--- src/rtl/adcres_pkg.sv ---
package adcres_pkg;

   // Which byte of the pair a bus access selects
   typedef enum logic [1:0] {
      SEL_NONE = 2'd0,
      SEL_LO   = 2'd1,
      SEL_HI   = 2'd2
   } rsel_e;

   localparam int unsigned DEF_RES_W  = 10;
   localparam int unsigned DEF_BYTE_W = 8;
   localparam int unsigned DEF_ADDR_W = 8;

endpackage

--- src/rtl/adcres_rdport.sv ---
module adcres_rdport
   import adcres_pkg::*;
#(
   parameter int unsigned BYTE_W  = DEF_BYTE_W,
   parameter int unsigned ADDR_W  = DEF_ADDR_W,
   parameter logic [ADDR_W-1:0] LO_OFS = ADDR_W'(4),
   parameter logic [ADDR_W-1:0] HI_OFS = ADDR_W'(5)
) (
   input  logic [ADDR_W-1:0] bus_addr,
   input  logic              bus_rd,
   input  logic [BYTE_W-1:0] lo_byte,
   input  logic [BYTE_W-1:0] hi_byte,
   output rsel_e             sel,
   output logic [BYTE_W-1:0] bus_rdata
);

   if (LO_OFS == HI_OFS) begin : g_ofs_chk
      $error("adcres_rdport: the two byte offsets must differ");
   end

   always_comb begin
      sel = SEL_NONE;
      if (bus_rd) begin
         if (bus_addr == LO_OFS)      sel = SEL_LO;
         else if (bus_addr == HI_OFS) sel = SEL_HI;
      end
   end

   always_comb begin
      unique case (sel)
         SEL_LO:  bus_rdata = lo_byte;
         SEL_HI:  bus_rdata = hi_byte;
         default: bus_rdata = '0;
      endcase
   end

endmodule

--- src/rtl/adcres_format.sv ---
module adcres_format
   import adcres_pkg::*;
#(
   parameter int unsigned RES_W  = DEF_RES_W,
   parameter int unsigned BYTE_W = DEF_BYTE_W
) (
   input  logic [RES_W-1:0]  held,
   input  logic              adj_left,
   output logic [BYTE_W-1:0] lo_byte,
   output logic [BYTE_W-1:0] hi_byte
);

   localparam int unsigned PAIR_W = 2 * BYTE_W;
   localparam int unsigned PAD_W  = PAIR_W - RES_W;

   logic [PAIR_W-1:0] pair_right;
   logic [PAIR_W-1:0] pair_left;
   logic [PAIR_W-1:0] pair_sel;

   // A result that fills the whole pair needs no padding and only one layout
   if (PAD_W == 0) begin : g_full
      assign pair_right = held;
      assign pair_left  = held;
   end else begin : g_padded
      assign pair_right = {{PAD_W{1'b0}}, held};
      assign pair_left  = {held, {PAD_W{1'b0}}};
   end

   assign pair_sel = adj_left ? pair_left : pair_right;
   assign lo_byte  = pair_sel[BYTE_W-1:0];
   assign hi_byte  = pair_sel[PAIR_W-1:BYTE_W];

endmodule

--- src/rtl/adcres_hold.sv ---
module adcres_hold
   import adcres_pkg::*;
#(
   parameter int unsigned RES_W = DEF_RES_W
) (
   input  logic             clk,
   input  logic             rst_n,
   input  logic             conv_valid,
   input  logic [RES_W-1:0] conv_result,
   input  rsel_e            sel,
   output logic [RES_W-1:0] held,
   output logic             locked
);

   logic lo_hit, hi_hit, take;

   assign lo_hit = (sel == SEL_LO);
   assign hi_hit = (sel == SEL_HI);
   // A high read ends the lock at this edge, so a result arriving with it is
   // stored. A low read freezes the current value, so a result arriving with
   // it is discarded.
   assign take   = conv_valid && !lo_hit && (!locked || hi_hit);

   always_ff @(posedge clk or negedge rst_n) begin
      if (!rst_n) begin
         held   <= '0;
         locked <= 1'b0;
      end else begin
         if (take)        held <= conv_result;
         if (lo_hit)      locked <= 1'b1;
         else if (hi_hit) locked <= 1'b0;
      end
   end

   AST_LOCK_ON_LO: assert property (@(posedge clk) disable iff (!rst_n)
      lo_hit |=> locked);
   AST_DROP_WHEN_LOCKED: assert property (@(posedge clk) disable iff (!rst_n)
      (locked && !hi_hit) |=> $stable(held));
   AST_RELEASE_ON_HI: assert property (@(posedge clk) disable iff (!rst_n)
      hi_hit |=> !locked);
   AST_STORE_UNLOCKED: assert property (@(posedge clk) disable iff (!rst_n)
      (conv_valid && !locked && !lo_hit) |=> (held == $past(conv_result)));
   AST_SAME_CYCLE_LO: assert property (@(posedge clk) disable iff (!rst_n)
      (conv_valid && lo_hit) |=> ($stable(held) && locked));
   AST_SAME_CYCLE_HI: assert property (@(posedge clk) disable iff (!rst_n)
      (conv_valid && hi_hit && locked) |=> (held == $past(conv_result)));
   AST_IDLE_KEEPS_LOCK: assert property (@(posedge clk) disable iff (!rst_n)
      (sel == SEL_NONE) |=> (locked == $past(locked)));

endmodule

--- src/rtl/adcres_regpair.sv ---
module adcres_regpair
   import adcres_pkg::*;
#(
   parameter int unsigned RES_W  = DEF_RES_W,
   parameter int unsigned BYTE_W = DEF_BYTE_W,
   parameter int unsigned ADDR_W = DEF_ADDR_W,
   parameter logic [ADDR_W-1:0] LO_OFS = ADDR_W'(4),
   parameter logic [ADDR_W-1:0] HI_OFS = ADDR_W'(5)
) (
   input  logic              clk,
   input  logic              rst_n,
   input  logic [ADDR_W-1:0] bus_addr,
   input  logic              bus_rd,
   output logic [BYTE_W-1:0] bus_rdata,
   input  logic              conv_valid,
   input  logic [RES_W-1:0]  conv_result,
   input  logic              adj_left
);

   localparam int unsigned PAD_W = 2 * BYTE_W - RES_W;

   if (RES_W <= BYTE_W || RES_W > 2 * BYTE_W) begin : g_width_chk
      $error("adcres_regpair: RES_W must lie in (BYTE_W, 2*BYTE_W]");
   end

   logic [RES_W-1:0]  held;
   logic              locked;
   logic [BYTE_W-1:0] lo_byte, hi_byte;
   rsel_e             sel;

   adcres_rdport #(.BYTE_W(BYTE_W), .ADDR_W(ADDR_W), .LO_OFS(LO_OFS), .HI_OFS(HI_OFS))
   u_rdport (
      .bus_addr (bus_addr),
      .bus_rd   (bus_rd),
      .lo_byte  (lo_byte),
      .hi_byte  (hi_byte),
      .sel      (sel),
      .bus_rdata(bus_rdata)
   );

   adcres_hold #(.RES_W(RES_W)) u_hold (
      .clk        (clk),
      .rst_n      (rst_n),
      .conv_valid (conv_valid),
      .conv_result(conv_result),
      .sel        (sel),
      .held       (held),
      .locked     (locked)
   );

   adcres_format #(.RES_W(RES_W), .BYTE_W(BYTE_W)) u_format (
      .held    (held),
      .adj_left(adj_left),
      .lo_byte (lo_byte),
      .hi_byte (hi_byte)
   );

   if (PAD_W > 0) begin : g_pad_checks
      AST_RIGHT_PAD_ZERO: assert property (@(posedge clk) disable iff (!rst_n)
         (bus_rd && bus_addr == HI_OFS && !adj_left)
            |-> (bus_rdata[BYTE_W-1:BYTE_W-PAD_W] == '0));
      AST_LEFT_PAD_ZERO: assert property (@(posedge clk) disable iff (!rst_n)
         (bus_rd && bus_addr == LO_OFS && adj_left)
            |-> (bus_rdata[PAD_W-1:0] == '0));
   end

   AST_QUIET_BUS: assert property (@(posedge clk) disable iff (!rst_n)
      (!bus_rd || (bus_addr != LO_OFS && bus_addr != HI_OFS)) |-> (bus_rdata == '0));
   AST_LOCK_STATE_KNOWN: assert property (@(posedge clk) disable iff (!rst_n)
      !$isunknown(locked));

endmodule

--- config.mk ---
export PLATFORM = sky130hd
export DESIGN_NAME = adcres_regpair
export DESIGN_NICKNAME = d
export VERILOG_FILES = /design/src/rtl/adcres_pkg.sv /design/src/rtl/adcres_rdport.sv /design/src/rtl/adcres_format.sv /design/src/rtl/adcres_hold.sv /design/src/rtl/adcres_regpair.sv
export SDC_FILE = /design/constraint.sdc
export NUM_CORES = 1
export LEC_CHECK = 0
export ABC_AREA = 1
export BUFFER_PORTS_ARGS = -buffer_cell sky130_fd_sc_hd__buf_2
export CAP_MARGIN = 20
export CORE_MARGIN = 1
export CORE_UTILIZATION = 45
export CTS_CLUSTER_DIAMETER = 150
export CTS_CLUSTER_SIZE = 30
export DETAILED_ROUTE_END_ITERATION = 16
export PLACE_DENSITY = 0.75
export SKIP_LAST_GASP = 1
export SYNTH_ARGS = -nofsm -noshare
export SYNTH_HDL_FRONTEND = slang
export SYNTH_SLANG_ARGS = --single-unit
--- constraint.sdc ---
create_clock -name clk -period 1.3 [get_ports clk]
set_clock_uncertainty 0.15 [all_clocks]
set_input_delay 0.26 -clock clk [delete_from_list [all_inputs] [get_ports clk]]
set_output_delay 0.26 -clock clk [all_outputs]
set_load 0.05 [all_outputs]
==> impl_results.md <==
- Antenna diodes: 0
- Antenna violations before repair: 0
- P_sw: 0.2844 mW
- Core area: 1708 µm²
- Setup Viol. Count Final: 8
- Site row count: 15
- Violated checks: negative setup slack
- Max VDD drop: 571.8 µV
- CTS tree: done
- Area leader, netlist: dfrtp_1
- Synthesized area per cell: 8.114 µm²
- Worst-Margin Slew: 315.0 ps
- Sequential share of the synthesized area: 33.59%
- Min Tclk post-route: 1664 ps
- Clk network pwr share: 25.6%
- Largest net degree at the start of global routing: 13
- H-tree levels: 1
- Dpl ws: -501.8 ps
- DR vias/cell: 4.931
- Post-synthesis register bit count: 11
- Crit path DAT: 1250 ps
- Synth Flop Type: dfrtp_1
- Internal power: 0.6309 mW
- Routed WL per cell: 12.76 µm
- WS Path Type: primary input to primary output
- EDFF count, synth: 0
- Horiz. Die Dim: 44.68 µm
- Fin. max-slew vios: 0
- Final net count: 172
- Half-perimeter wire length after placement: 1.338 mm
- Cell Pwr Density: 660.2 nW/µm²
- Crit start category: primary input
- Die height: 44.68 µm
- Most frequent cells after synthesis: nand2_1 (40), dfrtp_1 (11), inv_1 (11), nand4_1 (10)
- Reg power frac: 43.3%
- Class of the worst hold path: primary input to register
- Mapped Nets: 124
- Vias in the first global route: 766
- Switching Share: 31.07%
- ANT nets after route: 0
- Max Cap Violations: 0
- Synth-to-Final Area Change: 69.16%
- IO buf count: 30
- Vias: 853
- Synth top area cells: dfrtp_1 (34%), nand2_1 (18%), nand4_1 (7.6%)
- Final period util: 128.0%
- Layout fillers: 96
- Die area: 1996 µm²
- Clk root buf: clkbuf_4
- Clk_lat worst skew: 270 ps
- Grt ovf: 0
- Max Buffers Root-to-Sink: 2
- Ys Warns: 0
- First-pass GRT wire length: 3.236 mm
- Outcome: finished, violations left
- CP endpoint kind: primary output
- Drt first pass iters: 4
- GRT Overall Usage: 22.11%
- Count leader, synth: nand2_1
- Setup TNS: -2651 ps
- Static Leak: 0.7416 nW
- Post-Syn Instances: 101
- Relative slew margins: 79.00%
- Share of flip-flops with an asynchronous set or reset: 100.0%
- Routed WL: 2.207 mm
- Iter 0 DRT Violations: 16
- Setup ws final: -364.2 ps
- Synth top area share: 33.59%
- Final hold vios: 0
- Yosys cell types: 18
- RSZ-0062 raised after global routing: true
- Fmax: 0.6009 GHz
- Req. time, crit path: 890 ps
- Post-synthesis instance area: 819.5 µm²
- Critical path fanouts, max: 6
- CTS buffer count: 3
- Gate power share: 31.1%
- Clk sink count: 11
- Worst-path clk slew: 70 ps
- Final GP Congestion: 0.8349
- Remaining DRCs: 0
- Layout cells sized above 1: 54.73%
- I/O Pins: 31
- Initial core utilization: 47.99%
-- worst max-delay path, cell delays in order --
cell and delay, ps:
buf_6 100, inv_4 40, nand2_4 60, nor2_8 130, nand3_4 90, nor2_4 180, nand2_1 130, o21ai_4 90
buf_6 170
-- final timing paths --
path / start / endpoint / slack, ps / cells past startpoint
max: bus_addr[6] / bus_rdata[4] / -360 / 9
min: conv_result[1] / u_hold.held[1]$_DFFE_PN0P_ / 90 / 3
max in group asynchronous: rst_n / u_hold.held[8]$_DFFE_PN0P_ / 570 / 2
max reg2reg: u_hold.locked$_DFFE_PN0P_ / u_hold.held[3]$_DFFE_PN0P_ / 230 / 4
min in group asynchronous: rst_n / u_hold.held[5]$_DFFE_PN0P_ / 230 / 2
min reg2reg: u_hold.held[6]$_DFFE_PN0P_ / u_hold.held[6]$_DFFE_PN0P_ / 340 / 2
-- metal layers --
layer / up-vias / GRT usage [%] / wire [µm]
met2: 37 / 36.47 / 1196
met5: - / 0 / 0
met1: 391 / 30.18 / 906
li1: 421 / - / -
met4: 0 / 9.091 / 25
met3: 4 / 1.224 / 78
-- per-stage QoR --
step	utilization [%]	hold WS, ps	total power, mW	area [µm²]	cells
floorplan	-	-185.6	0.5337	939.7	101
global placement	68.42	-16.05	0.6295	1169	163
detailed placement	68.42	-14.73	0.6357	1169	163
CTS	77.29	86.57	0.8813	1320	171
global route	81.17	94.87	0.9604	1386	173
finish	81.17	86.05	0.9152	1386	173
-- cells in the final DEF (no fill, tap or decap), drive strengths merged --
cell type and n:
nand2 46, buf 44, inv 13, dfrtp 11, nand4 10, o21ai 8
nor2 5, clkbuf 5, nand3 5, dlygate4sd3 1
-- power groups by stage --
stage          Sequential [mW]  Combinational [mW]  Clock [mW]
5_1_grt                  0.400               0.310       0.250
3_3_place_gp             0.400               0.229           0
4_1_cts                  0.395               0.249       0.237
2_1_floorplan            0.399               0.135           0
6_report                 0.396               0.285       0.234
3_5_place_dp             0.402               0.234           0
-- flip-flops by register name, indices dropped and copies added, names as in the netlist --
signal,cells
u_hold.locked,1
u_hold.held,10
-- timing repair --
item                                   4_1_cts  5_1_grt
gates cloned                                 0        2
buffers inserted                             3        3
hold buffers                                 1        0
resized for setup                           27       11
pin swaps                                    8        9
endpoints found under the hold margin       11        0
setup endpoints to repair                    8       18
-- kinds of logic (layout without fill, tap and decap cells) --
| group | count (synthesis) | in the layout | share of synthesized area (%) |
|---|---|---|---|
| buffers and inverters | 17 | 63 | 11.76 |
| DFF | 11 | 11 | 33.59 |
| AOI/OAI and AO/OA | 8 | 8 | 6.717 |
| and+or+nand+nor | 65 | 66 | 47.94 |
-- cell type report --
type | count | area (µm²) | share of cell area, %
well taps | 25 | 31.28 | 2.256
flip-flops and latches | 11 | 275.3 | 19.86
clock buffers | 4 | 26.28 | 1.895
repair buffers | 46 | 399.1 | 28.79
inverters | 13 | 80.08 | 5.776
multi-input cells | 74 | 574.3 | 41.43
No activity file was read; power rests on OpenSTA's default activity.
